$ cat config.mk
export PLATFORM = sky130hd
export DESIGN_NAME = otg_assist_top
export DESIGN_NICKNAME = d
export VERILOG_FILES = /design/src/rtl/otg_assist_pkg.sv /design/src/rtl/otg_ms_timer.sv /design/src/rtl/otg_auto_reset.sv /design/src/rtl/otg_data_pulse.sv /design/src/rtl/otg_assist_top.sv
export SDC_FILE = /design/constraint.sdc
export NUM_CORES = 1
export LEC_CHECK = 0
export CAP_MARGIN = 20
export CORE_AREA = 2 2 39 41
export CTS_CLUSTER_DIAMETER = 60
export DETAILED_ROUTE_END_ITERATION = 7
export DIE_AREA = 0 0 41 43
export GPL_TIMING_DRIVEN = 0
export PLACE_DENSITY = 0.76
export SYNTH_ARGS = -nofsm -noshare
export SYNTH_HDL_FRONTEND = slang
export SYNTH_SLANG_ARGS = --single-unit
$ cat constraint.sdc
create_clock -name clk -period 3.33 [get_ports clk]
set_input_delay 0.666 -clock clk [delete_from_list [all_inputs] [get_ports clk]]
set_output_delay 0.666 -clock clk [all_outputs]
set_load 0.01 [all_outputs]
$ cat src/rtl/otg_assist_pkg.sv
package otg_assist_pkg;
  localparam int CTL_W         = 2;
  localparam int CTL_AUTO_BIT  = 0;
  localparam int CTL_PULSE_BIT = 1;
endpackage

$ cat src/rtl/otg_ms_timer.sv
module otg_ms_timer #(
  parameter int LEN = 10
) (
  input  logic clk,
  input  logic rst_n,
  input  logic start,
  input  logic tick,
  output logic busy,
  output logic done
);
  localparam int CW = $clog2(LEN + 1);

  logic [CW-1:0] cnt;
  logic          busy_q;

  assign busy = busy_q;
  assign done = busy_q && tick && (cnt == CW'(1));

  always_ff @(posedge clk) begin
    if (!rst_n) begin
      busy_q <= 1'b0;
      cnt    <= '0;
    end else if (start && !busy_q) begin
      busy_q <= 1'b1;
      cnt    <= CW'(LEN);
    end else if (busy_q && tick) begin
      cnt <= cnt - CW'(1);
      if (cnt == CW'(1)) busy_q <= 1'b0;
    end
  end

  // a running count stays within 1..LEN
  assert_cnt_bounds_R3: assert property (@(posedge clk) disable iff (!rst_n)
    busy_q |-> (cnt != '0) && (cnt <= CW'(LEN)));

  // each tick that does not finish the run removes exactly one step
  assert_tick_step_R6: assert property (@(posedge clk) disable iff (!rst_n)
    (busy_q && tick && !done) |=> (busy_q && (cnt == $past(cnt) - CW'(1))));
endmodule

$ cat src/rtl/otg_auto_reset.sv
module otg_auto_reset #(
  parameter int RST_MS = 10
) (
  input  logic clk,
  input  logic rst_n,
  input  logic conn_det,
  input  logic tick,
  input  logic auto_en,
  input  logic chg_clr,
  output logic conn_sts,
  output logic reset_drv,
  output logic en_chg
);
  logic conn_q;
  logic conn_evt;
  logic rst_busy;
  logic rst_done;
  logic chg_q;

  assign conn_evt  = conn_det && !conn_q;
  assign conn_sts  = conn_q;
  assign reset_drv = rst_busy;
  assign en_chg    = chg_q;

  always_ff @(posedge clk) begin
    if (!rst_n) conn_q <= 1'b0;
    else        conn_q <= conn_det;
  end

  otg_ms_timer #(.LEN(RST_MS)) rst_tmr_i (
    .clk   (clk),
    .rst_n (rst_n),
    .start (conn_evt && auto_en),
    .tick  (tick),
    .busy  (rst_busy),
    .done  (rst_done)
  );

  always_ff @(posedge clk) begin
    if (!rst_n)        chg_q <= 1'b0;
    else if (rst_done) chg_q <= 1'b1;
    else if (chg_clr)  chg_q <= 1'b0;
  end

  // a connect with auto-reset on starts the reset on the next edge
  assert_connect_starts_R1: assert property (@(posedge clk) disable iff (!rst_n)
    (conn_evt && auto_en && !rst_busy) |=> rst_busy);

  // the end of a reset always leaves the enable-change flag set
  assert_end_sets_chg_R3: assert property (@(posedge clk) disable iff (!rst_n)
    $fell(rst_busy) |-> chg_q);

  // a clear with no completing reset empties the flag
  assert_clear_works_R4: assert property (@(posedge clk) disable iff (!rst_n)
    (chg_clr && !rst_done) |=> !chg_q);

  // without a clear the flag holds
  assert_chg_holds_R4: assert property (@(posedge clk) disable iff (!rst_n)
    (chg_q && !chg_clr) |=> chg_q);

  // nothing but the final tick ends a running reset
  assert_reset_not_cut_R8: assert property (@(posedge clk) disable iff (!rst_n)
    (rst_busy && !rst_done) |=> rst_busy);
endmodule

$ cat src/rtl/otg_data_pulse.sv
module otg_data_pulse #(
  parameter int PULSE_MS = 7
) (
  input  logic clk,
  input  logic rst_n,
  input  logic start_wr,
  input  logic tick,
  output logic active
);
  logic busy;
  logic done;

  otg_ms_timer #(.LEN(PULSE_MS)) pls_tmr_i (
    .clk   (clk),
    .rst_n (rst_n),
    .start (start_wr),
    .tick  (tick),
    .busy  (busy),
    .done  (done)
  );

  assign active = busy;

  // a start write while idle begins the pulse on the next edge
  assert_start_pulse_R5: assert property (@(posedge clk) disable iff (!rst_n)
    (start_wr && !busy) |=> busy);

  // a start write during a pulse neither ends nor stretches it
  assert_restart_ignored_R7: assert property (@(posedge clk) disable iff (!rst_n)
    (busy && start_wr && !done) |=> busy);

  // the pulse ends exactly when the last tick is taken
  assert_pulse_ends_R6: assert property (@(posedge clk) disable iff (!rst_n)
    (busy && done) |=> !busy);
endmodule

$ cat src/rtl/otg_assist_top.sv
module otg_assist_top
  import otg_assist_pkg::*;
#(
  parameter int RST_MS   = 10,
  parameter int PULSE_MS = 7
) (
  input  logic             clk,
  input  logic             rst_n,
  input  logic             tick_ms,
  input  logic             conn_det,
  input  logic             ctl_wr,
  input  logic [CTL_W-1:0] ctl_wdata,
  input  logic             sts_wr,
  input  logic             sts_wdata,
  output logic             conn_sts,
  output logic             auto_en,
  output logic             bus_reset_drv,
  output logic             en_chg,
  output logic             port_irq,
  output logic             pulse_drv,
  output logic             pulse_go,
  output logic             pulse_sts
);
  logic auto_q;
  logic pulse_active;

  always_ff @(posedge clk) begin
    if (!rst_n)      auto_q <= 1'b0;
    else if (ctl_wr) auto_q <= ctl_wdata[CTL_AUTO_BIT];
  end

  otg_auto_reset #(.RST_MS(RST_MS)) rst_i (
    .clk       (clk),
    .rst_n     (rst_n),
    .conn_det  (conn_det),
    .tick      (tick_ms),
    .auto_en   (auto_q),
    .chg_clr   (sts_wr && sts_wdata),
    .conn_sts  (conn_sts),
    .reset_drv (bus_reset_drv),
    .en_chg    (en_chg)
  );

  otg_data_pulse #(.PULSE_MS(PULSE_MS)) pls_i (
    .clk      (clk),
    .rst_n    (rst_n),
    .start_wr (ctl_wr && ctl_wdata[CTL_PULSE_BIT]),
    .tick     (tick_ms),
    .active   (pulse_active)
  );

  assign auto_en   = auto_q;
  assign port_irq  = en_chg;
  assign pulse_drv = pulse_active;
  assign pulse_go  = pulse_active;
  assign pulse_sts = pulse_active;

  // the enable bit follows each control write
  assert_auto_loads_R8: assert property (@(posedge clk) disable iff (!rst_n)
    ctl_wr |=> (auto_q == $past(ctl_wdata[CTL_AUTO_BIT])));
endmodule

* Yosys cells after proc, flatten, opt, wreduce, memory -nomap -nowiden *
Cells that the tools add are included.

operators by class
  eq/ne operators = 2
  multiplexer cells = 12
  bitwise operators = 1
  add/subtract/negate cells = 2
  reductions and logical operators = 20

operators with widths
  kind                 number
  $reduce_bool 2->1    5
  $logic_and 1x1->1    9
  $mux 1               8
  $mux 4               2
  $mux 3               2
  $eq 4x1->1 const B   1
  $reduce_and 2->1     2
  $sub 4x1->4 const B  1
  $eq 3x1->1 const B   1
  $logic_not 1->1      3
  $sub 3x1->3 const B  1
  $reduce_or 2->1      1
  $not 1->1            1

storage, ports and cells
  output and inout port bits = 8
  register bits after elaboration = 12
  word-level logic and storage cells = 45
  bits of input ports = 9

* Longest topological paths before layout *
Gate-level depths: netlist of the first run.

  depth after elaboration = 6
  gate-level depth with buffers = 5

* By module *
Synthesis of the first run repeated with hierarchy kept, for this count alone.

second synthesis, totals
  cell total of the unflattened synthesis = 68
  area, all modules = 641.9 sq um

by module, submodules not included
  module                           times used  cells an instance  area each (sq um)
  otg_ms_timer at rst_i.rst_tmr_i  1           31                 282.8
  otg_ms_timer at pls_i.pls_tmr_i  1           22                 211.5
  otg_auto_reset                   1           7                  75.1
  otg_assist_top                   1           8                  72.6

* Worst setup path after synthesis of the first run *
Ideal clock, no wire load.

  kind = input to register
  start point = in tick_ms
  end point = reg rst_i.rst_tmr_i.cnt[3]
  stages = 4
  data arrival time = 1.326 ns
  path buffers = 1
  setup slack = 1.884 ns
  required time = 3.210 ns
  cells stage by stage = buf_4 nand3b_4 o31a_1 o31a_1

between the ends
  cells in the longest elaborated chain, start to end = 2

RTL lines
  item                                RTL line             text
  start: declaration                  otg_assist_top.sv:9  input logic tick_ms,
  $logic_and 1x1->1                   otg_ms_timer.sv:26   end else if (busy_q && tick) begin
  $reduce_bool 2->1 (no source line)  n/a
  end signal: assignment              otg_ms_timer.sv:25   cnt <= CW'(LEN);
  end signal: assignment              otg_ms_timer.sv:27   cnt <= cnt - CW'(1);
  end: declaration                    otg_ms_timer.sv:13   logic [CW-1:0] cnt;

Every way passes these cells.
A chain may end at the register's enable or synchronous reset.

* Worst setup path after layout of the first run *
  start point = reg pls_i.pls_tmr_i.busy_q, in the netlist pls_i.pls_tmr_i.busy
  end point = out pulse_sts

RTL lines
  item                      RTL line              text
  start: declaration        otg_ms_timer.sv:14    logic busy_q;
  start signal: assignment  otg_ms_timer.sv:21    busy_q <= 1'b0;
  start signal: assignment  otg_ms_timer.sv:24    busy_q <= 1'b1;
  start signal: assignment  otg_ms_timer.sv:28    if (cnt == CW'(1)) busy_q <= 1'b0;
  end: declaration          otg_assist_top.sv:22  output logic pulse_sts

No word-level cell between the ends.

==> summary.txt, run 1 <==
STA
  • Worst-Margin Slew: 0.3784 ns
  • Final setup viols: 0
  • Total negative slack: 0 ns
  • Final period util: 0.6283
  • Min Tclk post-route: 2.092 ns
  • Fin worst setup slack: roughly 1.2 ns
  • Slew HR: 0.7478
  • Final hold vios: 0
  • Max-slew violations: 0
  • Fmax: between 0.4 and 0.5 GHz
  • Clk_skew: about 0.0014 ns
  • RSZ-0062 raised after global routing: false

Clocking
  • Clk pin slew, worst setup/hold paths: 0.07 ns
  • Gates resized, CTS repair: 0
  • Sink Count: 12
  • TritonCTS clock tree: built
  • Clk Latency, worst-skew pair: 0.27 ns
  • CTS Hold Buffers Added: 0
  • Max clock buf depth: 2
  • Root buffer cell: clkbuf_4
  • CTS Buf Count: 3
  • CTS HTree Levels: 1
  • Post-CTS Setup Bufs: 0

Route
  • Drt pass-1 iters: 2
  • Number of DRC markers in iteration 0: 1
  • # DRC: 0
  • Total wire length: 1.006 mm
  • Routed len/inst: between 10 and 15 um
  • DR vias/cell: 4.887
  • Remaining antenna violation count after routing: 0
  • Vias: 474

Pwr
  • Clock Power Share: 0.353
  • Lkg Pwr: 0.3349 nW
  • Part of the power in registers: 0.492
  • Power per cell area: between 400 and 500 mW/mm^2
  • Logic pwr share: 0.155
  • Internal: 249.3 uW
  • Worst IR drop on VDD: ~0.25 mV
  • P_sw: 75.39 uW
  • Sw frac: 0.2322

Logic synthesis
  • Ys Warns: 0
  • Top cell type by total area after synthesis: dfxtp_1
  • Mean Syn Cell Area: 9.606 sq um
  • Ys flop type: dfxtp_1
  • EDFF count, synth: 0
  • Synth Register Bits: 12
  • Post-synth top cells: dfxtp_1, nand2_1
  • Synth top area cells: dfxtp_1, ha_1, a21boi_0
  • Seq/Total Area, Yosys: 0.4034
  • Most instantiated library cell after synthesis: dfxtp_1
  • Cell area after synthesis: 595.6 sq um
  • Post-synth top area share: 0.4034
  • Mapped Nets: 75
  • Syn Inst Count: 62
  • Synth cell types: 25
  • Post-synth ARST share: 0

GRT
  • Tot GR Track Use: 0.1557
  • Grt total ovfl: 0
  • Largest net degree at the start of global routing: 11
  • Met2 usage: 0.2500
  • Vias in the first global route: 471
  • Initial antenna violation count: 0
  • Most Used Layer, Global Route: met2
  • First-pass GRT wire length: approximately 1.8 mm
  • Global-route met3 utilization: 0.03141
  • Global-route met1 utilization: 0.1743

Cells and area
  • Share of cells above drive strength 1: 0.1235
  • Non-Filler Instances: 97
  • Ant. Diodes: 0
  • Fin util: 0.5796
  • Nets@finish: 95
  • Filler cells: 126
  • Syn-to-layout area delta: 34.66%

Placement
  • Port-buffer cells: 15
  • DP Wirelength: 802.6 um
  • GPL Wtd Cong: 0.6869
  • DP Worst Slack: 1.474 ns
  • Placed Cells: 93

Die
  • # IOs: 17
  • Die H: 43 um
  • Core area: 0.001384 sq mm
  • Die area: 0.001763 sq mm
  • FP Rows: 14
  • Initial Util: 0.4304
  • Die X: 41 um

Run
  • Max Cap Violations: 0

Min path
  • Hold Crit Depth: 2
  • Type of the tightest min-delay check: reg -> reg

Critical path
  • Critical path class: reg -> out
  • Slowest library cell on the worst path: clkdlybuf4s50_1
  • R2R depth: 3
  • Nature of the critical path endpoint: output port
  • Sequence of cells on the critical path: buf_4 -> clkdlybuf4s50_1
  • Crit path DAT: between 1 and 1.5 ns
  • Startpoint type of the worst setup path: flop
  • CP Max Fanout: 10
  • CP max stage delay: 0.52 ns
  • CP required: 2.66 ns

Run status
  • Status: finished, final reports clean
-- path summary, 6_finish.rpt --
kind / start / end / slack [ns]
min: rst_i.rst_tmr_i.cnt[2] / rst_i.rst_tmr_i.cnt[2] / 0.53
min reg2reg: rst_i.rst_tmr_i.cnt[2] / rst_i.rst_tmr_i.cnt[2] / 0.53
max reg2reg: rst_i.rst_tmr_i.busy / rst_i.rst_tmr_i.busy / 2.15
max: pls_i.pls_tmr_i.busy / pulse_sts / 1.24
-- layout by cell type, fill, tap and decap left out, types with 2 or more instances in the layout --
cell	synthesis	layout
buf_4	4	4
inv_1	4	4
a21oi_1	3	3
dfxtp_1	12	12
clkbuf_4	0	3
mux2i_1	2	2
a21boi_0	4	4
nand2_1	5	5
ha_1	4	4
clkdlybuf4s50_1	0	15
nor2_1	2	2
o21ai_0	2	2
o31a_1	2	2
xor2_1	2	2
nand3_1	3	3
o21a_1	2	2
-- final cells by class --
type                            count  area (sq um)  share of cell area
Buffer                              5         33.78             0.04212
Tap cell                           16         20.02             0.02496
Inverter                            4         15.01             0.01872
Multi-Input combinational cell     41         306.5              0.3822
Timing Repair Buffer               15         150.1              0.1872
Clock buffer                        4         36.28             0.04524
Sequential cell                    12         240.2              0.2995
-- sequential cells by signal, summed over array words and instances (netlist names) --
signal and cells:
rst_i.conn_sts 1, rst_i.rst_tmr_i.busy 1, rst_i.rst_tmr_i.cnt 4, rst_i.en_chg 1, pls_i.pls_tmr_i.cnt 3, auto_en 1, pls_i.pls_tmr_i.busy 1
-- metrics by stage --
stage	area, sq um	power [mW]	hold slack, ns
final	802.0	0.3247	0.5342
after global routing	802.0	0.3417	0.5733
after global placement	765.7	0.2126	0.4963
after detailed placement	765.7	0.2145	0.5160
after CTS	802.0	0.3273	0.5361
after floorplan	595.6	0.1909	0.4797
-- layer usage --
metal  part of all wire  vias up
met5                  0        -
met4              0.025        0
met3              0.042        4
met2               0.48       12
met1               0.45      210
li1                   -      248
-- power groups by stage --
stage	clock network [mW]	registers, mW	logic [mW]
after floorplan	0	0.163	0.0278
after global placement	0	0.163	0.0496
after detailed placement	0	0.163	0.0513
after CTS	0.116	0.160	0.0515
after global routing	0.122	0.162	0.0576
final	0.115	0.160	0.0503
-- kinds of logic (layout without fill, tap and decap cells) --
| family | count (synthesis) | after routing | share of synthesized area |
|---|---|---|---|
| AO/OA/AOI/OAI | 14 | 14 | 0.1618 |
| XOR/XNOR | 3 | 3 | 0.04413 |
| adder cells (fa/ha/maj) | 4 | 4 | 0.08404 |
| buffers and inverters | 9 | 28 | 0.08192 |
| flip-flops | 12 | 12 | 0.4034 |
| multiplexers | 2 | 2 | 0.03361 |
| AND/OR/NAND/NOR | 18 | 18 | 0.1912 |
-- critical path: cells and delay by family (launching register included) --
family | cells | cell delay, ns
buffers and inverters | 2 | 0.68
flip-flops | 1 | 0.48
Note: power is estimated with default switching activity, not from simulation.
==> run 2: changes to the inputs <==
Settings changed: CORE_AREA 2 2 39 41 to unset, CORE_MARGIN set to 1.5, CORE_UTILIZATION set to 40, DIE_AREA 0 0 41 43 to unset, PLACE_DENSITY 0.76 to 0.72.
Clock period 3.33 ns to 1.86 ns, I/O delays scaled along.
==> run 2 against run 1 <==
Against the previous run:
- cell count fell by 1.0%
- first-iteration DRC count rose to 6.0 times the previous value
- count of clock-buffer cells in the layout did not move
- critical path depth fell by 1
- critical path type unchanged
- critical endpoint is now bus_reset_drv
- largest cell class unchanged
==> summary.txt, run 2 (synthesized netlist as in run 1, its figures left out) <==
Cells and area
  • Most frequent cells in the layout: clkdlybuf4s50_1, dfxtp_1, nand2_1
  • Most flop-heavy register: rst_i.rst_tmr_i.cnt
  • Ant. Diodes: 0 (unchanged)
  • Filler cells: 122 (-3.2%)
  • Max reg flops: 4 (unchanged)
  • Commonest non-fill, non-tap cell in the layout: clkdlybuf4s50_1
  • Nets@finish: 95 (unchanged)
  • Largest regs: rst_i.rst_tmr_i.cnt (4), pls_i.pls_tmr_i.cnt (3)
  • Final instance area: 802.0 sq um (unchanged)
  • Non-Filler Instances: 96 (-1.0%)
  • Share of cells above drive strength 1: 0.1358 (+0.01235)
  • Syn-to-layout area delta: 34.66% (unchanged)

STA
  • Max-slew violations: 0 (unchanged)
  • Total negative slack: 0 ns (unchanged)
  • Final period util: 0.9220
  • Worst hold margin: 0.4728 ns (-0.06139 ns)
  • RSZ-0062 raised after global routing: false
  • Final setup viols: 0 (unchanged)
  • Min Tclk post-route: about 1.7 ns
  • Fmax: 0.5831 GHz
  • Clk_skew: 0.004222 ns (+0.002796 ns)
  • Slew HR: 0.7381 (-0.009667)
  • Worst-Margin Slew: 0.3929 ns (+0.01450 ns)
  • Final hold vios: 0 (unchanged)

Die
  • Die H: 41.59 um (-3.3%)
  • Initial Util: 0.4411 (+0.01077)
  • Core area: 0.001350 sq mm (-2.4%)
  • FP Rows: 13 (-1)
  • Die area: 0.001729 sq mm (-1.9%)
  • # IOs: 17 (unchanged)
  • Die X: 41.59 um (+1.4%)

Critical path
  • CP Max Fanout: 6 (-4)
  • Startpoint type of the worst setup path: flop
  • Critical path class: reg -> out
  • Crit path DAT: 1.34 ns (-0.09 ns)
  • Nature of the critical path endpoint: output port
  • Slowest library cell on the worst path: clkdlybuf4s50_1
  • CP delay by family, top: buffers and inverters
  • CP required: 1.49 ns (-1.17 ns)
  • CP max stage delay: 0.59 ns (+0.07 ns)
  • Crit path buf inv count: 1 (-1)
  • Sequence of cells on the critical path: clkdlybuf4s50_1

Route
  • Vias: 481 (+1.5%)
  • Total wire length: 1.049 mm (+4.3%)
  • Remaining antenna violation count after routing: 0 (unchanged)
  • Number of DRC markers in iteration 0: 6 (+5)
  • # DRC: 0 (unchanged)
  • DR vias/cell: 5.010 (+2.5%)
  • Drt pass-1 iters: 3 (+1)
  • Routed len/inst: 10.93 um (+5.4%)

Clocking
  • Sink Count: 12 (unchanged)
  • CTS HTree Levels: 1 (unchanged)
  • Root buffer cell: clkbuf_4
  • TritonCTS clock tree: built
  • Clk Latency, worst-skew pair: 0.28 ns (about the same)
  • Max clock buf depth: 2 (unchanged)
  • Clk pin slew, worst setup/hold paths: 0.08 ns (about the same)
  • CTS Buf Count: 3 (unchanged)

Run
  • Max Cap Violations: 0 (unchanged)

GRT
  • Initial antenna violation count: 0 (unchanged)
  • Largest net degree at the start of global routing: 11 (unchanged)
  • Tot GR Track Use: 0.1420 (-0.01376)
  • First-pass GRT wire length: 1.918 mm (+5.3%)
  • Grt total ovfl: 0 (unchanged)
  • Vias in the first global route: 457 (-3.0%)

Placement
  • DP Area: 764.5 sq um (-0.16%)
  • DP Wirelength: 791.5 um (-1.4%)
  • Port-buffer cells: 15 (unchanged)
  • GPL Wtd Cong: 0.7467 (+8.7%)
  • Placed Cells: 92 (-1.1%)

Pwr
  • Sw frac: 0.2410 (+0.008851)
  • P_sw: 142.1 uW (+88%)
  • Worst IR drop on VDD: 0.6007 mV (+140%)
  • Part of the power in registers: 0.486 (-0.006)
  • Clock Power Share: 0.358 (+0.005)
  • Power per cell area: 735.0 mW/mm^2 (+82%)
  • Logic pwr share: 0.156 (about the same)
  • Internal: 447.4 uW (+79%)
  • Lkg Pwr: 0.3353 nW (+0.10%)

Min path
  • Type of the tightest min-delay check: in -> reg

Run status
  • Status: finished, final reports clean
## run 2: what timing repair did
action,CTS,global route
endpoints found under the setup margin,0,2
resized for setup,0,1
buffers inserted,0,0
hold buffers,0,0
## run 2: final timing paths
kind	cells after the start	slack, ns	endpoint	startpoint
worst max-delay path	1	0.15	bus_reset_drv	rst_i.rst_tmr_i.busy
worst min-delay path	4	0.47	pls_i.pls_tmr_i.cnt[0]	tick_ms
worst min register to register	2	0.52	rst_i.rst_tmr_i.cnt[2]	rst_i.rst_tmr_i.cnt[2]
worst max register to register	3	0.70	rst_i.rst_tmr_i.cnt[3]	rst_i.rst_tmr_i.busy
## run 2: through the flow
stage | utilization | power (mW) | setup WS, ns
floorplan | - | 0.3417 | 0.7081
global placement | 0.5663 | 0.3821 | 0.3430
detailed placement | 0.5663 | 0.3843 | 0.3379
CTS | 0.5931 | 0.5956 | 0.03600
global route | 0.5941 | 0.6184 | 0.08371
finish | 0.5941 | 0.5895 | 0.1451
## run 2: power by group through the flow
| stage | clock network, mW | registers [mW] | logic (mW) |
|---|---|---|---|
| after floorplan | 0 | 0.292 | 0.0497 |
| after global placement | 0 | 0.292 | 0.0901 |
| after detailed placement | 0 | 0.292 | 0.0919 |
| after CTS | 0.217 | 0.286 | 0.0929 |
| after global routing | 0.226 | 0.289 | 0.103 |
| final | 0.211 | 0.287 | 0.0920 |
## run 2: area by class of cell
type | instances | area (sq um) | area share
plain buffers | 5 | 33.78 | 0.04212
clock buffers | 4 | 36.28 | 0.04524
inverters | 4 | 15.01 | 0.01872
multi-input cells | 41 | 306.5 | 0.3822
flip-flops and latches | 12 | 241.5 | 0.3011
well taps | 15 | 18.77 | 0.02340
repair buffers | 15 | 150.1 | 0.1872
## run 2: worst min-delay path: stages
cell and delay [ns]:
buf_4 0.15, nand3_1 0.08, nand2_1 0.07, a21oi_1 0.04
## run 2: metal layers
layer	global-route usage	vias to the layer above	share of wire
met5	0	-	0
met4	0.03871	0	0.015
met3	0.06522	3	0.068
met2	0.2156	16	0.44
met1	0.1806	211	0.48
li1	-	251	-
